`src/rtl/fm_pkg.sv`:
```
// Package: shared helpers for the FM oscillator.
// Assumes the Hz values fit in 32 bits and that ACC_W is below 31.
package fm_pkg;
    // Rounded phase step that yields carrier_hz at clk_hz with acc_w bits.
    function automatic longint center_word(longint carrier_hz, longint clk_hz, int acc_w);
        longint scaled;
        scaled = carrier_hz * (longint'(1) << acc_w);
        return (scaled + clk_hz / 2) / clk_hz;
    endfunction
endpackage

```
`src/rtl/fm_sample_hold.sv`:
```
// Module: fm_sample_hold
// Holds the latest signed audio sample. It loads on the valid strobe,
// keeps its value otherwise, and clears to zero on reset.
// Assumes the strobe is synchronous to clk.
module fm_sample_hold #(
    parameter int SAMPLE_W = 8
) (
    input  logic                clk,
    input  logic                rst_n,
    input  logic [SAMPLE_W-1:0] sample_i,
    input  logic                vld_i,
    output logic [SAMPLE_W-1:0] sample_q
);
    // Capture a new sample on the strobe; clear on reset.
    always_ff @(posedge clk) begin
        if (!rst_n)
            sample_q <= '0;
        else if (vld_i)
            sample_q <= sample_i;
    end

    // without the strobe the held sample does not move
    a_r4_hold_without_strobe: assert property (@(posedge clk) disable iff (!rst_n)
        !vld_i |=> $stable(sample_q));
    // with the strobe the input is taken
    a_r4_load_on_strobe: assert property (@(posedge clk) disable iff (!rst_n)
        vld_i |=> sample_q == $past(sample_i));
endmodule

```
`src/rtl/fm_freq_word.sv`:
```
// Module: fm_freq_word
// Forms the phase increment: the centre word plus the held sample,
// sign-extended to the phase width. This module is purely combinational.
// Assumes ACC_W is larger than SAMPLE_W.
module fm_freq_word #(
    parameter int          ACC_W      = 19,
    parameter int          SAMPLE_W   = 8,
    parameter int unsigned CLK_HZ     = 300_000_000,
    parameter int unsigned CARRIER_HZ = 90_000_000
) (
    input  logic [SAMPLE_W-1:0] sample_q,
    output logic [ACC_W-1:0]    word_o
);
    localparam longint CENTER_L = fm_pkg::center_word(longint'(CARRIER_HZ), longint'(CLK_HZ), ACC_W);
    localparam logic [ACC_W-1:0] CENTER = CENTER_L[ACC_W-1:0];
    localparam int EXT_W = ACC_W - SAMPLE_W;

    logic [ACC_W-1:0] sample_ext;

    // Widen the sample, copying its sign bit.
    always_comb begin
        sample_ext = {{EXT_W{sample_q[SAMPLE_W-1]}}, sample_q};
        word_o     = CENTER + sample_ext;
    end

    // a negative sample puts the word below the centre, a positive one above it
    always_comb begin
        a_r6_sign_side: assert (sample_q[SAMPLE_W-1] ? (word_o < CENTER) : (word_o >= CENTER));
    end
endmodule

```
`src/rtl/fm_phase_acc.sv`:
```
// Module: fm_phase_acc
// Wrapping phase register that advances by word_i on each clock.
// Assumes word_i is settled before the clock edge.
module fm_phase_acc #(
    parameter int ACC_W = 19
) (
    input  logic             clk,
    input  logic             rst_n,
    input  logic [ACC_W-1:0] word_i,
    output logic [ACC_W-1:0] phase_q
);
    // Advance the phase modulo 2^ACC_W; clear on reset.
    always_ff @(posedge clk) begin
        if (!rst_n)
            phase_q <= '0;
        else
            phase_q <= phase_q + word_i;
    end
endmodule

```
`src/rtl/fm_dco.sv`:
```
// Module: fm_dco (top)
// Sample-driven FM oscillator: the held sample sets the step size, and
// the MSB of the phase register is the antenna output.
// Assumes a single clock domain and a synchronous, active-low reset.
module fm_dco #(
    parameter int          ACC_W      = 19,
    parameter int          SAMPLE_W   = 8,
    parameter int unsigned CLK_HZ     = 300_000_000,
    parameter int unsigned CARRIER_HZ = 90_000_000
) (
    input  logic                clk,
    input  logic                rst_n,
    input  logic [SAMPLE_W-1:0] sample_i,
    input  logic                sample_vld_i,
    output logic                carrier_o,
    output logic [ACC_W-1:0]    phase_o
);
    logic [SAMPLE_W-1:0] held;
    logic [ACC_W-1:0]    word;

    fm_sample_hold #(.SAMPLE_W(SAMPLE_W)) u_hold (
        .clk(clk), .rst_n(rst_n), .sample_i(sample_i),
        .vld_i(sample_vld_i), .sample_q(held)
    );

    fm_freq_word #(.ACC_W(ACC_W), .SAMPLE_W(SAMPLE_W), .CLK_HZ(CLK_HZ),
                   .CARRIER_HZ(CARRIER_HZ)) u_word (
        .sample_q(held), .word_o(word)
    );

    fm_phase_acc #(.ACC_W(ACC_W)) u_acc (
        .clk(clk), .rst_n(rst_n), .word_i(word), .phase_q(phase_o)
    );

    // Antenna output is the phase MSB.
    always_comb carrier_o = phase_o[ACC_W-1];

    // each step adds the word from the increment stage, wrapping
    a_r2_phase_step: assert property (@(posedge clk) disable iff (!rst_n)
        1'b1 |=> phase_o == ACC_W'($past(phase_o) + $past(word)));
    // reset clears the phase
    a_r5_reset_clear: assert property (@(posedge clk)
        !rst_n |=> phase_o == '0);
endmodule

```
`config.mk`:
```
export PLATFORM = sky130hd
export DESIGN_NAME = fm_dco
export DESIGN_NICKNAME = d
export VERILOG_FILES = /design/src/rtl/fm_pkg.sv /design/src/rtl/fm_sample_hold.sv /design/src/rtl/fm_freq_word.sv /design/src/rtl/fm_phase_acc.sv /design/src/rtl/fm_dco.sv
export SDC_FILE = /design/constraint.sdc
export NUM_CORES = 1
export LEC_CHECK = 0
export ABC_AREA = 1
export CORE_MARGIN = 2
export CORE_UTILIZATION = 59
export DETAILED_ROUTE_END_ITERATION = 10
export PLACE_DENSITY = 0.85
export SETUP_SLACK_MARGIN = 0.05
export SYNTH_ARGS = -nofsm -noshare
export SYNTH_HDL_FRONTEND = slang
export SYNTH_SLANG_ARGS = --single-unit
```
`constraint.sdc`:
```
create_clock -name clk -period 4.1 [get_ports clk]
set_input_delay 0.41 -clock clk [delete_from_list [all_inputs] [get_ports clk]]
set_output_delay 0.41 -clock clk [all_outputs]
set_load 0.005 [all_outputs]
```
==> impl_summary.txt, run 1 <==
----------------------------------------------------
[Status]
  Outcome ... finished clean

[Clocking]
  Total number of H-tree levels ... 1
  Library cell used as clock root buffer ... clkbuf_4
  Clock latency at the later pin of the worst-skew pair ... 0.34 ns
  Post_cts resized ... 0
  Post-CTS setup repair buffer count ... 0
  Number of buffers between clock root and the deepest sink ... 2
  TritonCTS clock tree ... done
  Post-CTS clock slew at the launch and capture registers of the worst setup and hold paths ... 0.15 ns
  Clock buffers created by TritonCTS ... 3
  Number of hold buffers added after cts ... 0
  Clock sink total ... 27

[Route]
  Highest routing layer actually used ... met4
  Detailed-route vias per instance ... 5.08
  Number of nets with antenna violations after routing ... 0
  Pre-antenna DRT Iters ... 4
  Average wire length per cell after detail routing ... 11.0 um
  Wire length on met2 ... between 2000 and 2500 um
  Post-route DRC ... 0
  DRC marker count from the first detailed-route iteration ... 65
  Routed length on met1 ... about 2000 um
  Routed length on met3 ... 196 um
  Final wirelength ... approximately 4300 um
  Number of vias after detailed routing ... 1,975

[Worst setup path]
  Number of cell instances on the worst register-to-register path ... 16
  Largest fanout on the critical path ... 4
  Reg2reg start ... u_acc.phase_q[1]$_SDFF_PN0_
  Critical path capture point type ... flop
  Req. time, crit path ... 4.35 ns
  Launching element type of the critical path ... flop
  WS Path Type ... flop to flop
  Critical register-to-register path endpoint ... u_acc.phase_q[13]$_SDFF_PN0_
  Worst reg-to-reg setup slack ... 1.76 ns
  Arr. time, crit path ... 2.59 ns

[Global route]
  Overflow left after global routing ... 0
  Largest net degree at the start of global routing ... 27
  Global-route wire length before repair ... 8020 um
  Number of antenna violations at the first check in global routing ... 0
  Via count of the first global-routing pass ... 1,879
  Global Route Usage Sum ... 0.244

[Placement]
  Port bufs ... 30
  Routability congestion estimate from global placement ... 0.902
  Post-placement cell area ... 2440 um2
  Hpwl dp ... 3480 um
  Post-Place Worst Slack ... 1.78 ns

[Synth]
  Largest cells by area after synthesis ... dfxtp_1, ha_1, inv_1, nand2_1, a21oi_1
  Synth unique cells ... 25
  Synthesized instance count ... 313
  Synth warn ... 0
  Avg Inst Size Synth ... 6.73 um2
  Yosys reg bits ... 27
  Post-synth top area cell ... dfxtp_1
  Area share of the leading cell type in the synthesized netlist ... 0.257
  Netlist area before placement ... 2110 um2
  Fraction of the yosys area taken by sequential cells ... 0.257
  Synthesized net count ... 360

[Worst hold path]
  Worst min-delay path class ... flop to flop
  Start point of the worst hold path ... u_hold.sample_q[1]$_SDFFE_PN0P_
  Worst hold stages ... 2
  Hold EP ... u_hold.sample_q[1]$_SDFFE_PN0P_

[Floorplan]
  Num rows ... 21
  Floorplan die width ... 63.7 um
  Total die area ... 4060 um2
  IO Count ... 31
  Effective utilization at floorplan ... 0.621
  Floorplan Core Area ... 3390 um2
  Chip height ... 63.7 um

[Cells and area]
  Number of nets in the finished design ... 391
  Antenna diode instance count ... 0
  Fraction of final layout cells sized beyond drive strength 1 ... 0.0612
  Area Overhead vs Synth ... 17.0%
  Filler Cells Inserted ... roughly 300
  Final design area excluding fillers ... between 2000 and 2500 um2
  Final core area utilization ... 0.727

[STA]
  Achievable clock frequency ... 427 MHz
  Worst Hold Slack ... 0.477 ns
  Relative slew margins ... 0.398
  Fin Setup TNS ... 0 ns
  Worst setup margin ... 1.76 ns
  Fin crit share ... 0.571
  Unrepaired setup endpoints after global routing ... false
  Max-slew violations ... 0
  Setup-failing EPs final ... 0
  Final hold violations ... 0
  Worst-margin pin slew ... between 0.9 and 1 ns
  Final Skew ... around 0.0021 ns
  Final period demand of the worst path ... about 2.3 ns

[Pwr]
  P_leak ... about 1.3 nW
  Worst VDD drop ... 308 uV
  Power per cell area ... 673 nW/um2

[Run]
  Number of violations of the max-capacitance limit ... 0

----------------------------------------------------
-- registers in the layout (all words and copies together), names as in the netlist --
signal           cells
u_acc.phase_q       19
u_hold.sample_q      8
-- stage by stage --
| step | power (mW) | instances |
|---|---|---|
| 6_report | 1.66 | 389 |
| 5_1_grt | 1.85 | 389 |
| 3_5_place_dp | 1.53 | 385 |
| 4_1_cts | 1.66 | 389 |
| 3_3_place_gp | 1.50 | 385 |
| 2_1_floorplan | 1.20 | 313 |
-- kinds of logic after synthesis --
logic type      after synthesis  share of synthesized area
simple gates                128                      0.265
buf+inv                      72                      0.134
compound gates               48                      0.119
fa+ha+maj                    36                      0.217
flops                        27                      0.257
xor+xnor                      2                    0.00832
-- final cells by class --
| type | instances | area [um2] | area share |
|---|---|---|---|
| Timing Repair Buffer | 30 | 300 | 0.122 |
| Clock buffer | 4 | 26.3 | 0.0107 |
| Inverter | 68 | 255 | 0.104 |
| Sequential cell | 27 | 541 | 0.219 |
| Multi-Input combinational cell | 214 | 1280 | 0.521 |
| Tap cell | 46 | 57.6 | 0.0234 |
-- power by group --
| part | internal [mW] | total [mW] | switching [mW] |
|---|---|---|---|
| Clock | 0.0383 | 0.124 | 0.0858 |
| Combinational | 0.481 | 1.14 | 0.663 |
| Sequential | 0.345 | 0.391 | 0.0455 |
| Total | 0.865 | 1.66 | 0.795 |
-- critical path, cell delays in order (launching register included) --
cell and delay [ns]:
dfxtp_1 0.36, inv_1 0.05, ha_1 0.28, inv_1 0.06, ha_1 0.20, inv_1 0.07, fa_1 0.35, inv_1 0.11
nand2_2 0.07, o21ai_2 0.21, nand2_2 0.07, nand2_2 0.09, nand2_1 0.08, nand2_2 0.09, nand2_1 0.06, nand2_1 0.06
nor2_1 0.05
-- worst max-delay path by stage --
stage / start / endpoint / cells past startpoint
CTS: u_acc.phase_q[1]$_SDFF_PN0_ / u_acc.phase_q[13]$_SDFF_PN0_ / 16
detailed placement: u_hold.sample_q[7]$_SDFFE_PN0P_ / u_acc.phase_q[18]$_SDFF_PN0_ / 10
global route: u_hold.sample_q[7]$_SDFFE_PN0P_ / u_acc.phase_q[18]$_SDFF_PN0_ / 11
floorplan: u_acc.phase_q[1]$_SDFF_PN0_ / u_acc.phase_q[15]$_SDFF_PN0_ / 14
finish: u_acc.phase_q[1]$_SDFF_PN0_ / u_acc.phase_q[13]$_SDFF_PN0_ / 16
global placement: u_acc.phase_q[1]$_SDFF_PN0_ / u_acc.phase_q[13]$_SDFF_PN0_ / 16
-- cell usage after synthesis, drive strengths merged --
cell,n
fa,1
xor2,1
clkbuf,1
o21ai,17
nor2,35
buf,3
a21oi,28
ha,35
nand2,73
nor3,3
o22ai,1
inv,68
and2,2
dfxtp,27
o21bai,1
xnor2,1
nand3,15
o21a,1
-- metal layers --
| layer | track usage | vias to the layer above |
|---|---|---|
| met4 | 0.0815 | 0 |
| met3 | 0.0335 | 4 |
| met1 | 0.338 | 888 |
| li1 | - | 1037 |
| met5 | 0 | - |
| met2 | 0.391 | 46 |
-- placed cells by master, fill, tap and decap left out, types with 2 or more instances in the layout --
master | synthesis | routed
inv_2 | 2 | 2
nand3_1 | 11 | 11
clkbuf_4 | 0 | 3
nor2_1 | 35 | 35
o21ai_0 | 16 | 16
a21oi_1 | 28 | 28
nand2_2 | 10 | 10
dfxtp_1 | 27 | 27
and2_1 | 2 | 2
inv_1 | 66 | 66
clkdlybuf4s50_1 | 0 | 30
ha_1 | 35 | 35
nand2_1 | 63 | 63
nand3_2 | 4 | 4
nor3_1 | 2 | 2
Power figures use the tool's default switching activity.
==> inputs of run 2 (changes only) <==
CORE_UTILIZATION = 49   (was 59)
PLACE_DENSITY = 0.75   (was 0.85)
clock period = 2.1 ns   (was 4.1 ns; I/O delays follow)
==> impl_summary.txt, run 2 (synthesis gave the netlist of run 1 again) <==
----------------------------------------------------
[STA]
  Unrepaired setup endpoints after global routing ... true
  Max-slew violations ... 0
  Worst-margin pin slew ... 0.423 ns
  Final Skew ... 0.0152 ns
  Fin crit share ... 0.968
  Final hold violations ... 0
  Final period demand of the worst path ... ~2.0 ns
  Fin Setup TNS ... 0 ns
  Relative slew margins ... 0.717
  Achievable clock frequency ... 492 MHz
  Setup-failing EPs final ... 0

[Global route]
  Via count of the first global-routing pass ... 1,937
  Global Route Usage Sum ... 0.208
  Global-route wire length before repair ... 8240 um
  Number of antenna violations at the first check in global routing ... 0
  Overflow left after global routing ... 0
  Largest net degree at the start of global routing ... 15

[Worst setup path]
  Arr. time, crit path ... approximately 2.2 ns
  Req. time, crit path ... 2.29 ns
  Largest fanout on the critical path ... 4
  WS Path Type ... flop to flop
  Critical path capture point type ... flop
  Number of cell instances on the worst register-to-register path ... 16
  Reg2reg start ... u_hold.sample_q[1]$_SDFFE_PN0P_
  Launching element type of the critical path ... flop
  Worst reg-to-reg setup slack ... 0.07 ns
  Critical register-to-register path endpoint ... u_acc.phase_q[13]$_SDFF_PN0_

[Worst hold path]
  Worst hold stages ... 2
  Hold EP ... u_hold.sample_q[5]$_SDFFE_PN0P_
  Start point of the worst hold path ... u_hold.sample_q[5]$_SDFFE_PN0P_
  Worst min-delay path class ... flop to flop

[Placement]
  Total instance count after detailed placement ... between 300 and 400
  Post-placement cell area ... between 2000 and 3000 um2
  Port bufs ... 30
  Hpwl dp ... ~3700 um
  Routability congestion estimate from global placement ... 0.893

[Floorplan]
  Num rows ... 23
  Total die area ... 4840 um2
  IO Count ... 31
  Chip height ... 69.6 um
  Floorplan die width ... 69.6 um
  Floorplan Core Area ... between 4000 and 5000 um2
  Effective utilization at floorplan ... 0.519

[Pwr]
  Worst VDD drop ... 589 uV
  Power per cell area ... 1360 nW/um2
  Final Power ... slightly below 4 mW
  P_leak ... 1.44 nW

[Route]
  DRC marker count from the first detailed-route iteration ... a little over 60
  Number of vias after detailed routing ... around 2,000
  Final wirelength ... ~5000 um
  Post-route DRC ... 0
  Number of nets with antenna violations after routing ... 0
  Detailed-route vias per instance ... about 5
  Pre-antenna DRT Iters ... 4
  Average wire length per cell after detail routing ... approximately 12 um

[Clocking]
  Library cell used as clock root buffer ... clkbuf_8
  Clock sink total ... 27
  Clock buffers created by TritonCTS ... 3
  TritonCTS clock tree ... done
  Number of hold buffers added after cts ... 0
  Number of buffers between clock root and the deepest sink ... 2
  Total number of H-tree levels ... 1
  Clock latency at the later pin of the worst-skew pair ... about 0.28 ns
  Post-CTS clock slew at the launch and capture registers of the worst setup and hold paths ... 0.10 ns

[Cells and area]
  Fraction of final layout cells sized beyond drive strength 1 ... 0.222
  Number of flip-flops under the largest register name ... 19
  Layout Cells excl Fill ... 410
  Final design area excluding fillers ... 2850 um2
  Number of nets in the finished design ... 408
  Registers with the most flip-flops ... u_acc.phase_q (19), u_hold.sample_q (8)
  Antenna diode instance count ... 0
  Area Overhead vs Synth ... 35.5%
  Filler Cells Inserted ... 333
  Most frequent cells in the layout ... inv_1, nand2_1, nor2_1
  Multi-input logic area ... between 1500 and 2000 um2
  Sequential cell area ... 546 um2
  Register with the most flip-flops ... u_acc.phase_q

[Status]
  Outcome ... finished clean

[Run]
  Number of violations of the max-capacitance limit ... 0

----------------------------------------------------
run 2: changes by cell type in the layout (fill, tap and decap cells not counted), moves of 7 or more:
cell	delta
inv_1	-7
ha_1	-12
a21oi_2	+9
ha_4	+11
inv_2	+7
buf_4	+16
a21oi_1	-9
run 2: worst max-delay path by stage:
stage / from / to / slack [ns] / cells after the start
2_1_floorplan: u_acc.phase_q[1]$_SDFF_PN0_ / u_acc.phase_q[15]$_SDFF_PN0_ / 0.07 / 14
3_3_place_gp: u_acc.phase_q[1]$_SDFF_PN0_ / u_acc.phase_q[9]$_SDFF_PN0_ / 0.05 / 13
3_5_place_dp: u_acc.phase_q[1]$_SDFF_PN0_ / u_acc.phase_q[9]$_SDFF_PN0_ / -0.03 / 13
4_1_cts: u_acc.phase_q[1]$_SDFF_PN0_ / u_acc.phase_q[9]$_SDFF_PN0_ / 0.03 / 13
5_1_grt: u_hold.sample_q[1]$_SDFFE_PN0P_ / u_acc.phase_q[17]$_SDFF_PN0_ / -0.07 / 15
6_report: u_hold.sample_q[1]$_SDFFE_PN0P_ / u_acc.phase_q[13]$_SDFF_PN0_ / 0.07 / 16
run 2: worst max-delay path: stages (launching register included):
cell	delay, ns
dfxtp_2	0.33
inv_2	0.05
ha_4	0.23
inv_2	0.06
ha_4	0.12
inv_2	0.04
fa_2	0.37
inv_2	0.09
nand2_4	0.06
o21ai_4	0.18
nand2_2	0.08
nand2_4	0.08
nand2_2	0.05
nand2_2	0.07
nand2_1	0.05
nand2_1	0.05
nor2_1	0.06
run 2: final cells by class:
| class | count | area share |
|---|---|---|
| Clock buffer | 4 | 0.0158 |
| Inverter | 68 | 0.0895 |
| Multi-Input combinational cell | 214 | 0.530 |
| Sequential cell | 27 | 0.191 |
| Tap cell | 50 | 0.0219 |
| Timing Repair Buffer | 47 | 0.151 |
run 2: timing repair:
action | CTS | global route
endpoints found under the setup margin | 7 | 13
endpoints found under the hold margin | 0 | 0
resized for setup | 3 | 44
pin swaps | 2 | 10
setup buffers | 3 | 6
run 2: per-layer routing:
layer  routed length [um]  track usage  vias to the layer above
met2                 2490        0.347                       37
met5                    0            0                        -
met1                 2210        0.271                      928
li1                     -            -                     1070
met4                   97       0.0632                        0
met3                  196       0.0407                        9
run 2: per-stage QoR:
stage,hold WS [ns],util,worst slack (ns)
CTS,0.479,0.638,0.0301
floorplan,0.335,-,0.0651
global placement,0.454,0.620,0.0513
detailed placement,0.466,0.620,-0.0289
global route,0.513,0.703,-0.0668
finish,0.476,0.703,0.0680
run 2: power breakdown:
part | total (mW) | internal, mW | leakage, nW | switching [mW]
sequential | 0.768 | 0.677 | 0.226 | 0.0903
combinational | 2.79 | 1.27 | 1.19 | 1.53
clock | 0.306 | 0.136 | 0.0228 | 0.169
total | 3.87 | 2.08 | 1.44 | 1.79
==> inputs of run 3 (changes only) <==
PLACE_DENSITY = 0.76   (was 0.75)
==> impl_summary.txt, run 3 (synthesis gave the netlist of run 1 again) <==
----------------------------------------------------
[Cells and area]
  Number of nets in the finished design ... around 410
  Area Overhead vs Synth ... 34.3%
  Final core area utilization ... 0.697
  Most common library cell in the layout ignoring fill and taps ... inv_1
  Registers with the most flip-flops ... u_acc.phase_q (19), u_hold.sample_q (8)
  Fraction of final layout cells sized beyond drive strength 1 ... 0.214
  Number of flip-flops under the largest register name ... 19
  Filler Cells Inserted ... 325
  Register with the most flip-flops ... u_acc.phase_q
  Most frequent cells in the layout ... inv_1, nand2_1, nor2_1
  Antenna diode instance count ... 0

[Route]
  Number of nets with antenna violations after routing ... 0
  Average wire length per cell after detail routing ... 11.8 um
  Final wirelength ... 4860 um
  Pre-antenna DRT Iters ... 4
  Detailed-route vias per instance ... 4.92
  DRC marker count from the first detailed-route iteration ... slightly below 100
  Post-route DRC ... 0
  Number of vias after detailed routing ... 2,016

[STA]
  Achievable clock frequency ... 492 MHz
  Max-slew violations ... 0
  Final Skew ... 0.00516 ns
  Final hold violations ... 0
  Fin crit share ... 0.968
  Unrepaired setup endpoints after global routing ... true
  Relative slew margins ... 0.738
  Setup-failing EPs final ... 0
  Worst-margin pin slew ... 0.392 ns
  Final period demand of the worst path ... 2.03 ns

[Worst setup path]
  Critical register-to-register path endpoint ... u_acc.phase_q[15]$_SDFF_PN0_
  WS Path Type ... flop to flop
  Worst reg-to-reg setup slack ... around 0.067 ns
  Req. time, crit path ... approximately 2.3 ns
  Launching element type of the critical path ... flop
  Largest fanout on the critical path ... 3
  Reg2reg start ... u_hold.sample_q[1]$_SDFFE_PN0P_
  Number of cell instances on the worst register-to-register path ... 14
  Critical path capture point type ... flop
  Arr. time, crit path ... ~2.2 ns

[Floorplan]
  Floorplan Core Area ... ~4000 um2
  IO Count ... 31
  Chip height ... 69.6 um
  Total die area ... between 4000 and 5000 um2
  Effective utilization at floorplan ... 0.519
  Floorplan die width ... 69.6 um
  Num rows ... 23

[Pwr]
  Final Power ... 3.83 mW
  NetSw ... 1.74 mW
  Internal Dissipation ... ~2.1 mW
  Power share of the combinational group ... 0.720
  P_leak ... 1.43 nW
  Power per cell area ... 1350 nW/um2
  Sw Share ... 0.454
  Part of the power in the clock network ... 0.080
  Worst VDD drop ... 548 uV
  Reg power frac ... 0.200

[Clocking]
  Clock buffers created by TritonCTS ... 3
  Total number of H-tree levels ... 1
  Clock latency at the later pin of the worst-skew pair ... 0.27 ns
  Library cell used as clock root buffer ... clkbuf_8
  Post-CTS clock slew at the launch and capture registers of the worst setup and hold paths ... 0.10 ns
  Clock sink total ... 27
  Number of buffers between clock root and the deepest sink ... 2
  TritonCTS clock tree ... done

[Worst hold path]
  Worst hold stages ... 2
  Worst min-delay path class ... flop to flop
  Start point of the worst hold path ... u_hold.sample_q[5]$_SDFFE_PN0P_
  Hold EP ... u_hold.sample_q[5]$_SDFFE_PN0P_

[Global route]
  Global-route wire length before repair ... 8120 um
  Global Route Usage Sum ... 0.202
  Overflow left after global routing ... 0
  Via count of the first global-routing pass ... 1,902
  Number of antenna violations at the first check in global routing ... 0
  Largest net degree at the start of global routing ... 15

[Status]
  Outcome ... finished clean

[Placement]
  Hpwl dp ... 3670 um
  Port bufs ... 30
  Routability congestion estimate from global placement ... approximately 0.90

[Run]
  Number of violations of the max-capacitance limit ... 0

----------------------------------------------------
==> run 3: per-layer routing <==
metal	wire, um	share of wire	global-route usage	up-vias
li1	-	-	-	1070
met1	2210	0.45	0.274	904
met2	2400	0.49	0.347	38
met3	203	0.042	0.0203	4
met4	45	0.0093	0.0414	0
met5	0	0	0	-
==> run 3: critical path, stage by stage, from the launching register on <==
cell and delay, ns:
dfxtp_2 0.34, inv_2 0.04, ha_4 0.23, inv_2 0.06
ha_4 0.12, inv_2 0.04, fa_2 0.35, inv_2 0.07
nand2_2 0.05, o21ai_2 0.18, nand2_1 0.09, nand2_2 0.09
nand2_2 0.07, a21oi_2 0.15, nor2_1 0.05
==> run 3: final cells by class <==
type	instances	area, um2	area share
Tap cell	50	62.6	0.0221
Inverter	68	255	0.0902
Timing Repair Buffer	47	428	0.151
Sequential cell	27	544	0.192
Clock buffer	4	45.0	0.0159
Multi-Input combinational cell	214	1490	0.528
==> run 3: stage by stage <==
stage	setup WS (ns)	instances	hold WS (ns)	TNS, ns	area, um2
3_3_place_gp	0.0485	398	0.452	0	2510
4_1_cts	0.0390	407	0.476	0	2630
5_1_grt	-0.0374	410	0.511	-0.0979	2830
2_1_floorplan	0.0651	313	0.335	0	2110
6_report	0.0668	410	0.478	0	2830
3_5_place_dp	-0.00273	398	0.460	-0.00273	2510
==> run 3: worst max-delay path by stage <==
| stage | from | slack (ns) | end | cells past startpoint |
|---|---|---|---|---|
| after floorplan | u_acc.phase_q[1]$_SDFF_PN0_ | 0.07 | u_acc.phase_q[15]$_SDFF_PN0_ | 14 |
| after global placement | u_acc.phase_q[1]$_SDFF_PN0_ | 0.05 | u_acc.phase_q[9]$_SDFF_PN0_ | 13 |
| after detailed placement | u_acc.phase_q[1]$_SDFF_PN0_ | -0.003 | u_acc.phase_q[9]$_SDFF_PN0_ | 13 |
| after CTS | u_hold.sample_q[7]$_SDFFE_PN0P_ | 0.04 | u_acc.phase_q[15]$_SDFF_PN0_ | 12 |
| after global routing | u_hold.sample_q[1]$_SDFFE_PN0P_ | -0.04 | u_acc.phase_q[13]$_SDFF_PN0_ | 16 |
| final | u_hold.sample_q[1]$_SDFFE_PN0P_ | 0.07 | u_acc.phase_q[15]$_SDFF_PN0_ | 14 |
==> run 3: timing repair <==
action / in CTS / in global routing
cloned: 0 / 0
gates resized for setup: 9 / 31
setup endpoints to repair: 6 / 11
buffers inserted: 5 / 3
hold buffers: 0 / 0
pin swaps: 4 / 17
==> run 3: power groups by stage <==
stage / Clock [mW] / Sequential [mW] / Combinational, mW
floorplan: 0 / 0.779 / 1.56
global placement: 0 / 0.767 / 2.24
detailed placement: 0 / 0.771 / 2.27
CTS: 0.320 / 0.762 / 2.38
global route: 0.337 / 0.785 / 3.11
finish: 0.307 / 0.765 / 2.76
